<file path="src/rtl/anacfg_pkg.sv">
package anacfg_pkg;
  localparam int DW      = 32;
  localparam int NREG    = 9;
  localparam int CMP_N   = 4;
  localparam int SEL_W   = 3;
  localparam int SEL_MAX = 4;
  localparam int KEY_W   = 16;
  localparam int LK_W    = 5;

  localparam int IX_TEMP = 0;
  localparam int IX_REF  = 1;
  localparam int IX_VMON = 2;
  localparam int IX_HP   = 3;
  localparam int IX_LP   = 4;
  localparam int IX_HN   = 5;
  localparam int IX_LN   = 6;
  localparam int IX_LB   = 7;
  localparam int IX_LOCK = 8;

  localparam logic [7:0] REG_OFS [NREG] =
    '{8'h60, 8'h68, 8'h70, 8'h82, 8'h84, 8'h86, 8'h87, 8'h88, 8'h8E};
  localparam logic [DW-1:0] REG_MASK [NREG] =
    '{32'h1, 32'h707, 32'h103, 32'h3F7FFF, 32'h3F7FFF, 32'h7F, 32'h7F, 32'h7, 32'h3E7};
  localparam logic [DW-1:0] REG_RSTV [NREG] =
    '{32'h0, 32'h7, 32'h0, 32'h0, 32'h0, 32'h0, 32'h0, 32'h0, 32'h0};
  // 1: system reset domain, 0: device reset domain
  localparam bit REG_SYS [NREG] = '{1'b1, 1'b0, 1'b1, 1'b0, 1'b0, 1'b0, 1'b0, 1'b0, 1'b1};
  localparam bit REG_LOCKABLE [NREG] = '{1'b1, 1'b1, 1'b1, 1'b1, 1'b1, 1'b1, 1'b1, 1'b0, 1'b0};
  localparam logic [LK_W-1:0] REG_LOCKPOS [NREG] =
    '{5'd0, 5'd1, 5'd2, 5'd5, 5'd6, 5'd7, 5'd8, 5'd0, 5'd0};

  // any 3-bit select above the last valid code
  function automatic logic sel_code_bad(input logic [CMP_N*SEL_W-1:0] f);
    logic b;
    b = 1'b0;
    for (int k = 0; k < CMP_N; k++)
      if (int'(f[k*SEL_W +: SEL_W]) > SEL_MAX) b = 1'b1;
    return b;
  endfunction

  function automatic logic key_match(input logic [DW-1:0] w, input logic [KEY_W-1:0] k);
    return w[DW-1 -: KEY_W] == k;
  endfunction
endpackage

</file>
<file path="src/rtl/anacfg_reg.sv">
module anacfg_reg #(
  parameter int          W      = 32,
  parameter logic [W-1:0] MASK  = {W{1'b1}},
  parameter logic [W-1:0] RSTV  = '0,
  parameter bit          STICKY = 1'b0
) (
  input  logic         clk,
  input  logic         rst_n,
  input  logic         we,
  input  logic [W-1:0] wdata,
  output logic [W-1:0] q
);
  logic [W-1:0] nxt;

  if (STICKY) begin : g_setonce
    assign nxt = q | (wdata & MASK);
  end else begin : g_plain
    assign nxt = wdata & MASK;
  end

  always_ff @(posedge clk or negedge rst_n) begin
    if (!rst_n)  q <= RSTV & MASK;
    else if (we) q <= nxt;
  end
endmodule

</file>
<file path="src/rtl/anacfg_decode.sv">
module anacfg_decode import anacfg_pkg::*; #(
  parameter int AW = 8
) (
  input  logic [AW-1:0]   addr,
  output logic [NREG-1:0] sel,
  output logic            hit
);
  for (genvar g = 0; g < NREG; g++) begin : g_cmp
    assign sel[g] = (addr == AW'(REG_OFS[g]));
  end
  assign hit = |sel;
endmodule

</file>
<file path="src/rtl/anacfg_bank.sv">
module anacfg_bank import anacfg_pkg::*; #(
  parameter int               AW   = 8,
  parameter logic [KEY_W-1:0] WKEY = 16'hA5A5
) (
  input  logic                   clk,
  input  logic                   sys_rst_n,
  input  logic                   dev_rst_n,
  input  logic                   prot_en,
  input  logic                   bus_req,
  input  logic                   bus_wr,
  input  logic [AW-1:0]          bus_addr,
  input  logic [DW-1:0]          bus_wdata,
  output logic [DW-1:0]          bus_rdata,
  output logic                   bus_err,
  output logic                   tsense_en,
  output logic                   ref_ext_a,
  output logic                   ref_ext_c,
  output logic                   ref_2v5_a,
  output logic                   ref_2v5_c,
  output logic                   vmon_bor_off,
  output logic [CMP_N*SEL_W-1:0] cmp_hp_sel,
  output logic [CMP_N*SEL_W-1:0] cmp_lp_sel,
  output logic [CMP_N-1:0]       cmp_hn_sel,
  output logic [CMP_N-1:0]       cmp_ln_sel,
  output logic                   adc_a_lb,
  output logic                   adc_c_lb,
  output logic                   bad_code
);
  localparam int SELS_W = CMP_N * SEL_W;

  logic [NREG-1:0] sel, gate, we;
  logic            hit;
  logic [DW-1:0]   q [NREG];
  logic [DW-1:0]   lock_vec;
  logic [DW-1:0]   rd_val;
  logic [DW-1:0]   rdata_q;
  logic            err_q, bad_q;

  // named events
  logic wr_req, rd_req, wr_drop, rd_miss, bad_set;

  assign wr_req = bus_req & bus_wr;
  assign rd_req = bus_req & ~bus_wr;

  anacfg_decode #(.AW(AW)) u_dec (
    .addr (bus_addr),
    .sel  (sel),
    .hit  (hit)
  );

  assign lock_vec = q[IX_LOCK];

  always_comb begin
    for (int i = 0; i < NREG; i++) begin
      if (i == IX_LB)           gate[i] = key_match(bus_wdata, WKEY);
      else if (REG_LOCKABLE[i]) gate[i] = prot_en & ~lock_vec[REG_LOCKPOS[i]];
      else                      gate[i] = prot_en;
    end
  end

  assign we      = sel & gate & {NREG{wr_req}};
  assign wr_drop = wr_req & hit & ~(|we);
  assign rd_miss = rd_req & ~hit;
  assign bad_set = (we[IX_HP] & sel_code_bad(bus_wdata[SELS_W-1:0]))
                 | (we[IX_LP] & sel_code_bad(bus_wdata[SELS_W-1:0]));

  for (genvar g = 0; g < NREG; g++) begin : g_reg
    anacfg_reg #(
      .W      (DW),
      .MASK   (REG_MASK[g]),
      .RSTV   (REG_RSTV[g]),
      .STICKY (g == IX_LOCK)
    ) u_r (
      .clk   (clk),
      .rst_n (REG_SYS[g] ? sys_rst_n : dev_rst_n),
      .we    (we[g]),
      .wdata (bus_wdata),
      .q     (q[g])
    );
  end

  always_comb begin
    rd_val = '0;
    for (int i = 0; i < NREG; i++)
      if (sel[i]) rd_val = rd_val | q[i];
  end

  always_ff @(posedge clk or negedge dev_rst_n) begin
    if (!dev_rst_n) begin
      rdata_q <= '0;
      err_q   <= 1'b0;
      bad_q   <= 1'b0;
    end else begin
      rdata_q <= rd_req ? rd_val : '0;
      err_q   <= rd_miss;
      if (bad_set) bad_q <= 1'b1;
    end
  end

  assign bus_rdata    = rdata_q;
  assign bus_err      = err_q;
  assign bad_code     = bad_q;
  assign tsense_en    = q[IX_TEMP][0];
  assign ref_ext_a    = q[IX_REF][0];
  assign ref_ext_c    = q[IX_REF][2];
  assign ref_2v5_a    = q[IX_REF][8];
  assign ref_2v5_c    = q[IX_REF][10];
  assign vmon_bor_off = q[IX_VMON][8];
  assign cmp_hp_sel   = q[IX_HP][SELS_W-1:0];
  assign cmp_lp_sel   = q[IX_LP][SELS_W-1:0];
  assign cmp_hn_sel   = q[IX_HN][CMP_N-1:0];
  assign cmp_ln_sel   = q[IX_LN][CMP_N-1:0];
  assign adc_a_lb     = q[IX_LB][0];
  assign adc_c_lb     = q[IX_LB][2];
endmodule

</file>
<file path="config.mk">
export PLATFORM = sky130hd
export DESIGN_NAME = anacfg_bank
export DESIGN_NICKNAME = d
export VERILOG_FILES = /design/src/rtl/anacfg_pkg.sv /design/src/rtl/anacfg_reg.sv /design/src/rtl/anacfg_decode.sv /design/src/rtl/anacfg_bank.sv
export SDC_FILE = /design/constraint.sdc
export NUM_CORES = 1
export LEC_CHECK = 0
export ABC_AREA = 0
export BUFFER_PORTS_ARGS = -buffer_cell sky130_fd_sc_hd__buf_2
export CORE_ASPECT_RATIO = 1.2
export CORE_MARGIN = 2
export CORE_UTILIZATION = 30
export CTS_BUF_LIST = sky130_fd_sc_hd__clkbuf_16
export CTS_CLUSTER_DIAMETER = 120
export DETAILED_ROUTE_END_ITERATION = 16
export PLACE_DENSITY_LB_ADDON = 0.3
export SETUP_SLACK_MARGIN = 0.3
export SYNTH_ARGS = -nofsm -noshare
export SYNTH_HDL_FRONTEND = slang
export SYNTH_SLANG_ARGS = --single-unit
</file>
<file path="constraint.sdc">
create_clock -name clk -period 4.3 [get_ports clk]
set_input_delay 0.43 -clock clk [delete_from_list [all_inputs] [get_ports clk]]
set_output_delay 0.43 -clock clk [all_outputs]
set_load 0.03 [all_outputs]
</file>
==> flow_metrics.py, run 1 <==
metrics = {
    "route": {
        "drtPass1Iterations": 4,
        "viasPerCell": 4.91,
        "vias": 3238,
        "ant_nets": 0,
        "drt_iter0_drc": 219,
        "drc": 0,
        "wl_per_cell_um": 19.1,
        "drt-total-wl_um": 12600,
    },
    "placed_design": {
        "port_buffers": 107,
        "dp.final_hpwl_um": 8930,
        "routabilityCongestion": 0.813,
        "placed_area_um2": 5250,
        "dp_worst_setup_slack_ns": 1.44,
    },
    "synth": {
        "synth_top_area_cell": "dfrtp_1",
        "yosys_warnings": 0,
        "synth_commonest_cells": "97 x dfrtp_1, 57 x mux2_2, 43 x buf_4",
        "yosysMostFrequentCell": "dfrtp_1",
        "synth-edff-count": 0,
        "ys_dominant_reg_cell": "dfrtp_1",
        "synth_top_area_share": 0.507,
        "synth-seq-cells": 100,
        "synth.distinct_cells": 48,
        "synth_area_um2": 4790,
        "async_flop_share": 1.00,
        "seq_area_frac_synth": 0.523,
        "postSynthCellCount": 376,
        "ys_top_cells_by_area": "dfrtp_1 51%, mux2_2 13%, buf_4 6.7%",
        "avgSynthCellArea_um2": 12.7,
    },
    "sta": {
        "slew_violations": 0,
        "worst_slack_ns": 1.82,
        "finalClockSkew_ns": 0.00943,
        "timing.fmax_mhz": 403,
        "max_slew.worst_pin.slew_ns": 1.11,
        "setup_tns_ns": 0,
        "holdWs_ns": 0.307,
        "setup_violations": 0,
        "period_needed_ns": 2.48,
        "relSlewSlack": 0.259,
        "grt_setup_unrepaired": "no",
        "hold_viol_final": 0,
        "fin_crit_sh": 0.577,
    },
    "finish": {
        "postLayoutCellArea_um2": 5530,
        "antenna_cells": 0,
        "drive_gt1_frac": 0.473,
        "layout.nets": 494,
        "fillCellCount": 1617,
        "ff_latch_area_um2": 2510,
        "multiInputGateArea_um2": 1900,
        "area_growth_pct": 15.4,
    },
    "clock_network": {
        "clk_latency_ns": 0.34,
        "root_buffer": "clkbuf_16",
        "clk_transition_reported_paths_ns": 0.06,
        "cts_inserted_buffers": 9,
        "post_cts_buffers": 0,
        "cts_buffer_depth": 2,
        "cts_tree": "yes",
        "htree_levels": 3,
        "cts.sinks": 100,
    },
    "critical_path": {
        "start_kind": "input pin",
        "critPathMaxFanout": 10,
        "worst_ep_arrival_time_ns": 2.71,
        "max_stage_delay_ns": 0.70,
        "endpoint_kind": "flip-flop",
        "required_ns": 4.52,
        "crit_path_cell_trace": "buf_2, or4b_1, nor2_2, nand3_1, mux2_2",
        "slowest_stage": "or4b_1",
        "critical_path_class": "input pin to flip-flop",
        "path_buf_inv": 1,
        "critical-path-top-delay-family": "simple AND/OR/NAND/NOR gates",
        "crit_start": "bus_addr[4]",
        "reg2reg_from": "g_reg[8].u_r.q[5]",
    },
    "floorplan": {
        "dieArea_um2": 17000,
        "core_um2": 15600,
        "die_y_um": 142,
        "rows": 50,
        "io_pins": 120,
        "die_w_um": 119,
        "initial_core_util": 0.306,
    },
    "pwr": {
        "power.static_leakage_nw": 2.89,
        "peakVddDrop_v": 0.000173,
        "powerDensity_nw_per_um2": 333,
    },
    "global_routing": {
        "grt_pass1_wl_um": 19600,
        "grtUsageMet2": 0.247,
        "track_usage": 0.149,
        "met3_usage": 0.0341,
        "grt_max_degree": 89,
        "grt_overflow": 0,
        "grt-busiest-layer": "met2",
        "use_met1": 0.194,
        "antenna_found_initial": 1,
        "grt_pass1_vias": 3410,
    },
    "job": {
        "drv_cap": 0,
    },
    "outcome": {
        "status": "completed",
    },
    "hold_path": {
        "worstHoldPathType": "input pin to asynchronous set/reset pin",
    },
}
what timing repair did:
item | in CTS | in global routing
endpoints found under the hold margin | 12 | 0
gates resized for setup | 0 | 0
hold buffers | 1 | 0
placed cells by master (no fill, tap or decap), types with 3 or more instances in the layout:
cell	Yosys	routed
a22o_1	11	11
and3_1	3	3
nor2_1	23	23
a21o_1	10	10
a21oi_1	3	3
nand4_1	4	4
buf_2	3	106
conb_1	1	11
nor2b_1	3	3
dfrtp_1	97	97
buf_4	43	7
mux2_4	19	19
nand3b_1	4	4
dfstp_2	3	3
nor4bb_1	4	4
nand2b_1	3	3
a22oi_1	19	19
o21ai_0	7	7
nand3_1	7	7
mux2_2	57	57
clkbuf_16	0	9
final cells by class:
| type | count | share of cell area |
|---|---|---|
| clock inverters | 6 | 0.00747 |
| inverters | 1 | 0.000679 |
| multi-input cells | 222 | 0.343 |
| repair buffers | 114 | 0.107 |
| well taps | 208 | 0.0471 |
| clock buffers | 9 | 0.0408 |
| flip-flops and latches | 100 | 0.453 |
logic make-up (layout without fill, tap and decap cells):
group	after synthesis	in the layout	share of synthesized area
DFF	100	100	0.523
muxes	78	78	0.198
and+or+nand+nor	72	72	0.0920
buffers and inverters	64	130	0.0909
AOI/OAI and AO/OA	61	61	0.0954
other	1	11	0.000783
through the flow:
stage                util  cells  power (W)
finish              0.353    660    0.00184
global route        0.353    660    0.00191
CTS                 0.353    660    0.00187
detailed placement  0.336    644    0.00112
global placement    0.336    644    0.00112
floorplan               -    386    0.00106
worst paths after layout:
| path | slack, ns | depth (start not counted) | to |
|---|---|---|---|
| setup / recovery | 1.82 | 5 | g_reg[5].u_r.q[5] |
| hold / removal | 0.31 | 1 | g_reg[3].u_r.q[11] |
| setup reg to reg | 2.41 | 3 | g_reg[3].u_r.q[11] |
| hold reg to reg | 0.46 | 1 | g_reg[8].u_r.q[9] |
| max in group asynchronous | 3.30 | 1 | g_reg[6].u_r.q[0] |
| min in group clk | 0.34 | 2 | g_reg[3].u_r.q[13] |
state kept, by name (all words and copies together), names as in the netlist:
signal     count
bus_err        1
bus_rdata     21
bad_code       1
g.u_r.q       77
layer usage:
| layer | routed length [um] | share of wire |
|---|---|---|
| met1 | 5660 | 0.45 |
| met2 | 6190 | 0.49 |
| met3 | 615 | 0.049 |
| met4 | 163 | 0.013 |
| met5 | 0 | 0 |
worst reg2reg max path: cells and delay by family, from the launching register on:
kind / cells / cell delay [ns]
flip-flops: 1 / 0.40
multiplexers: 1 / 0.39
AND/OR/NAND/NOR: 2 / 0.98
report_power, final:
part	internal [W]	switching, W	total, W
Sequential	0.000952	0.00000810	0.000960
Combinational	0.0000421	0.0000983	0.000140
Clock	0.000389	0.000353	0.000742
Total	0.00138	0.000459	0.00184
(Power assumes the default switching activity.)
==> inputs of run 2 (changes only) <==
ABC_AREA = 1   (was 0)
clock period = 2.15 ns   (was 4.3 ns; I/O delays follow)
==> run 2 against run 1 <==
Utilization rose by 0.58 points. Count of clock-buffer cells in the layout did not move. Final area rose by 2.1%. Critical path type unchanged. Largest power group unchanged.
==> flow_metrics.py, run 2 <==
metrics = {
    "synth": {
        "synth_top_area_share": 0.501,
        "synth_top_area_cell": "dfrtp_1",
        "yosysMostFrequentCell": "nand2_1",
        "ys_top_cells_by_area": "dfrtp_1 50%, nand2_1 11%, buf_4 7.1%",
        "synth.distinct_cells": 30,
        "avgSynthCellArea_um2": 8.84,
        "synth-seq-cells": 100,
        "postSynthCellCount": 548,
        "seq_area_frac_synth": 0.518,
        "async_flop_share": 1.00,
        "yosys_warnings": 0,
        "synth_commonest_cells": "138 x nand2_1, 97 x dfrtp_1, 49 x o21ai_1",
        "ys_dominant_reg_cell": "dfrtp_1",
        "synth-edff-count": 0,
        "synth_area_um2": 4840,
    },
    "global_routing": {
        "grt_overflow": 0,
        "grt_pass1_vias": 3837,
        "track_usage": 0.157,
        "antenna_found_initial": 0,
        "grt_max_degree": 50,
        "grt_pass1_wl_um": 20900,
    },
    "sta": {
        "setup_tns_ns": 0,
        "period_needed_ns": 1.48,
        "hold_viol_final": 0,
        "grt_setup_unrepaired": "no",
        "fin_crit_sh": 0.689,
        "max_slew.worst_pin.slew_ns": 0.521,
        "timing.fmax_mhz": 675,
        "slew_violations": 0,
        "setup_violations": 0,
        "finalClockSkew_ns": 0.00746,
        "relSlewSlack": 0.653,
    },
    "critical_path": {
        "critical_path_class": "input pin to flip-flop",
        "required_ns": 2.36,
        "start_kind": "input pin",
        "critPathMaxFanout": 43,
        "worst_ep_arrival_time_ns": 1.69,
        "endpoint_kind": "flip-flop",
    },
    "clock_network": {
        "cts_tree": "yes",
        "clk_transition_reported_paths_ns": 0.07,
        "root_buffer": "clkbuf_16",
        "post_cts_buffers": 0,
        "htree_levels": 3,
        "cts.sinks": 100,
        "cts_resized": 0,
        "clk_latency_ns": 0.34,
        "cts_inserted_buffers": 9,
        "cts_buffer_depth": 2,
        "hold_buffers": 2,
    },
    "pwr": {
        "peakVddDrop_v": 0.000351,
        "power.static_leakage_nw": 2.89,
        "powerDensity_nw_per_um2": 655,
    },
    "route": {
        "vias": 3829,
        "drt-total-wl_um": 13000,
        "drt_iter0_drc": 299,
        "dr_wl_met3_um": 940,
        "top_layer": "met4",
        "wl_met1_um": 5370,
        "drc": 0,
        "wl_met2_um": 6520,
        "viasPerCell": 4.55,
        "ant_nets": 0,
        "drtPass1Iterations": 4,
        "wl_per_cell_um": 15.4,
    },
    "finish": {
        "layout_commonest_cell": "nand2_1",
        "drive_gt1_frac": 0.297,
        "largest_reg_flops": 77,
        "area_growth_pct": 16.5,
        "layout.nets": 675,
        "top_register": "g.u_r.q",
        "postLayoutCellArea_um2": 5640,
        "mostFrequentLayoutCells": "138 x nand2_1, 106 x buf_2, 97 x dfrtp_1",
    },
    "floorplan": {
        "dieArea_um2": 17200,
        "initial_core_util": 0.308,
        "die_y_um": 143,
        "io_pins": 120,
        "rows": 50,
        "core_um2": 15700,
        "die_w_um": 120,
    },
    "job": {
        "drv_cap": 0,
    },
    "placed_design": {
        "dp.final_hpwl_um": 9720,
        "port_buffers": 107,
        "routabilityCongestion": 0.880,
        "placed_area_um2": 5340,
    },
    "hold_path": {
        "worstHoldPathType": "input pin to flip-flop",
    },
    "outcome": {
        "status": "completed",
    },
}
run 2: cell count changes in the layout (fill, tap and decap cells not counted), sizes merged, moves of 6 or more:
| cell | previous run | this run |
|---|---|---|
| o21ai | 7 | 78 |
| nand3 | 7 | 39 |
| a22o | 11 | 0 |
| a21o | 10 | 1 |
| a21oi | 3 | 13 |
| inv | 3 | 51 |
| o31ai | 1 | 8 |
| mux2 | 76 | 0 |
| a22oi | 19 | 0 |
| nor2 | 24 | 36 |
| buf | 113 | 119 |
| nand2 | 2 | 146 |
run 2: worst paths after layout:
path                       slack [ns]  cells past startpoint            endpoint               from
setup reg to reg                 0.82                      4  g_reg[3].u_r.q[17]  g_reg[8].u_r.q[5]
setup / recovery                 0.67                      9  g_reg[3].u_r.q[17]        bus_addr[4]
min in group asynchronous        0.25                      2   g_reg[1].u_r.q[8]          dev_rst_n
hold reg to reg                  0.47                      1            bad_code           bad_code
max in group asynchronous        1.24                      3   g_reg[1].u_r.q[1]          dev_rst_n
hold / removal                   0.13                      3  g_reg[4].u_r.q[12]      bus_wdata[12]
run 2: layer usage:
| metal | vias to the layer above | track usage |
|---|---|---|
| met5 | - | 0 |
| met4 | 0 | 0.0508 |
| met3 | 13 | 0.0375 |
| met2 | 120 | 0.267 |
| met1 | 1822 | 0.197 |
| li1 | 1874 | - |
run 2: kinds of logic (layout without fill, tap and decap cells):
kind of cell / count (synthesis) / count (layout) / share of synthesized area
DFF: 100 / 100 / 0.518
buffers and inverters: 114 / 189 / 0.137
AOI/OAI and AO/OA: 103 / 103 / 0.129
and+or+nand+nor: 230 / 230 / 0.215
other: 1 / 12 / 0.000774
run 2: layout make-up:
| type | instances | area (um^2) |
|---|---|---|
| clock buffers | 9 | 225 |
| inverters | 53 | 208 |
| multi-input cells | 344 | 1710 |
| diodes | 1 | 2.50 |
| flip-flops and latches | 100 | 2510 |
| repair buffers | 121 | 673 |
| fillers | 1629 | 10100 |
| clock inverters | 6 | 57.6 |
| well taps | 208 | 260 |
run 2: stage by stage:
stage	power [W]	worst slack, ns	std cells	util	hold slack [ns]
global route	0.00384	0.479	841	0.359	0.165
CTS	0.00374	0.668	841	0.359	0.130
floorplan	0.00203	0.948	558	-	-0.0806
detailed placement	0.00215	0.307	824	0.340	0.0536
finish	0.00369	0.669	842	0.359	0.134
global placement	0.00215	0.358	824	0.340	0.0567
run 2: worst max-delay path, cell delays in order:
cell and delay [ns]:
buf_2 0.11, inv_2 0.06, nand2_1 0.08, nor2_4 0.30, nand2_2 0.15, inv_4 0.09
nand3_4 0.39, nand2_1 0.19, o21ai_1 0.09
run 2: power by group:
group	switching [W]	leakage [nW]	total (W)	internal [W]
combinational	0.000172	1.41	0.000232	0.0000598
clock	0.000693	0.138	0.00158	0.000886
sequential	0.000000234	1.34	0.00188	0.00188
==> inputs of run 3 (changes only) <==
clock period = 1.21 ns   (was 2.15 ns; I/O delays follow)
==> run 3 against run 2 <==
Worst setup slack lost 0.62 ns. Critical path type is now flip-flop to flip-flop. Sequential power is 78% higher. Sequential share of layout area shrank 15 points. Die area stayed put. Flip-flop and latch count stayed put. Largest power group unchanged. Clock skew grew 0.0033 ns.
==> flow_metrics.py, run 3 (same netlist as run 2, synthesis figures left out) <==
metrics = {
    "placed_design": {
        "routabilityCongestion": 0.866,
        "dp.cells": 862,
        "dp.final_hpwl_um": 10300,
        "port_buffers": 107,
    },
    "global_routing": {
        "grt_max_degree": 50,
        "track_usage": 0.186,
        "grt_pass1_wl_um": 24800,
        "grt_pass1_vias": 4556,
        "antenna_found_initial": 0,
        "grt_overflow": 0,
    },
    "floorplan": {
        "rows": 50,
        "dieArea_um2": 17200,
        "core_um2": 15700,
        "die_y_um": 143,
        "die_w_um": 120,
        "initial_core_util": 0.308,
        "io_pins": 120,
    },
    "route": {
        "ant_nets": 0,
        "vias": 4554,
        "drt_iter0_drc": 300,
        "drt-total-wl_um": 17200,
        "drtPass1Iterations": 4,
        "drc": 0,
        "viasPerCell": 4.71,
        "wl_per_cell_um": 17.8,
    },
    "critical_path": {
        "start_kind": "flip-flop",
        "reg2reg_to": "g_reg[3].u_r.q[16]",
        "slowest_stage": "dfrtp_1",
        "critical_path_class": "flip-flop to flip-flop",
        "r2r_slack_ns": 0.05,
        "worst-path-stages": 5,
        "endpoint_kind": "flip-flop",
        "critPathMaxFanout": 9,
        "reg2reg_from": "g_reg[8].u_r.q[5]",
        "critical-path-top-delay-family": "buffers and inverters",
        "crit_path_cell_trace": "inv_2, nand3_4, buf_4, clkbuf_16, o21ai_2",
        "worst_ep_arrival_time_ns": 1.44,
        "max_stage_delay_ns": 0.37,
        "path_buf_inv": 3,
        "required_ns": 1.48,
        "reg2regPathDepth": 5,
    },
    "hold_path": {
        "hold_start": "bus_wdata[18]",
        "hold_path_depth": 3,
        "min_to": "g_reg[4].u_r.q[18]",
        "worstHoldPathType": "input pin to flip-flop",
    },
    "sta": {
        "holdWs_ns": 0.0556,
        "finalClockSkew_ns": 0.0107,
        "period_needed_ns": 1.16,
        "grt_setup_unrepaired": "yes",
        "slew_violations": 0,
        "fin_crit_sh": 0.961,
        "timing.fmax_mhz": 860,
        "hold_viol_final": 0,
        "setup_tns_ns": 0,
        "setup_violations": 0,
    },
    "finish": {
        "top_register": "g.u_r.q",
        "drive_gt1_frac": 0.601,
        "layout_commonest_cell": "buf_6",
        "mostFrequentLayoutCells": "106 x buf_6, 96 x dfrtp_1, 71 x buf_4",
        "antenna_cells": 0,
        "instances_no_fill": 967,
        "area_growth_pct": 75.3,
        "layout.nets": 800,
        "largest_reg_flops": 77,
    },
    "job": {
        "drv_cap": 0,
    },
    "pwr": {
        "power.static_leakage_nw": 4.19,
        "powerDensity_nw_per_um2": 779,
        "peakVddDrop_v": 0.000724,
    },
    "clock_network": {
        "cts_buffer_depth": 2,
        "root_buffer": "clkbuf_16",
        "clk_latency_ns": 0.35,
        "cts.sinks": 100,
        "htree_levels": 3,
        "cts_tree": "yes",
        "clk_transition_reported_paths_ns": 0.08,
        "cts_inserted_buffers": 9,
    },
    "outcome": {
        "status": "completed",
    },
}
## run 3: cell count changes in the layout (fill, tap and decap cells not counted), moves of 10 or more
cell,delta
o21ai_2,+23
o21ai_1,-22
a21oi_1,-11
buf_4,+60
nand2_1,-76
buf_2,-71
buf_6,+106
nand2_4,+51
nand2_2,+18
nand3_1,-13
buf_12,+14
a21oi_2,+10
## run 3: worst max path at each step
stage / startpoint / endpoint / slack [ns]
CTS: g_reg[1].u_r.q[0] / ref_ext_a / 0.06
detailed placement: bus_addr[4] / g_reg[5].u_r.q[2] / -0.30
global route: g_reg[8].u_r.q[5] / g_reg[3].u_r.q[18] / 0.006
floorplan: bus_addr[4] / g_reg[4].u_r.q[1] / 0.14
finish: g_reg[8].u_r.q[5] / g_reg[3].u_r.q[16] / 0.05
global placement: bus_addr[4] / g_reg[5].u_r.q[0] / -0.26
## run 3: layout make-up
class                      count  area (um^2)
multi-input combinational    345         2560
tap                          208          260
timing repair buffer         245         2600
inverter                      53          297
clock inverter                 7         36.3
fill                        1292         7210
clock buffer                   9          225
sequential                   100         2510
## run 3: what timing repair did
item / in CTS / in global routing
buffers inserted: 57 / 16
hold buffers: 2 / 0
resized for setup: 221 / 173
hold endpoints to repair: 97 / 0
endpoints found under the setup margin: 162 / 157
cloned: 7 / 7
pin swaps: 38 / 55
## run 3: layer usage
| layer | part of all wire | vias to the layer above | global-route usage |
|---|---|---|---|
| met2 | 0.52 | 123 | 0.304 |
| met4 | 0.027 | 0 | 0.0718 |
| met1 | 0.41 | 2258 | 0.249 |
| met3 | 0.044 | 28 | 0.0296 |
| met5 | 0 | - | 0 |
| li1 | - | 2145 | - |
## run 3: worst register-to-register path, cell delays in order, from the launching register on
cell       delay (ns)
dfrtp_1          0.37
inv_2            0.08
nand3_4          0.16
buf_4            0.20
clkbuf_16        0.16
o21ai_2          0.14
## run 3: metrics by stage
step	power [W]	setup WS, ns	util	instance area, um^2
after CTS	0.00657	0.0638	0.477	7500
after floorplan	0.00364	0.138	-	5080
after global routing	0.00683	0.00598	0.541	8490
final	0.00662	0.0469	0.541	8490
after detailed placement	0.00392	-0.303	0.373	5850
after global placement	0.00392	-0.259	0.373	5850
## run 3: power breakdown
part           switching (W)  internal, W  leakage [nW]
logic               0.000402     0.000219          2.71
registers         0.00000117      0.00334          1.34
clock network        0.00129      0.00137         0.131
total                0.00169      0.00493          4.19
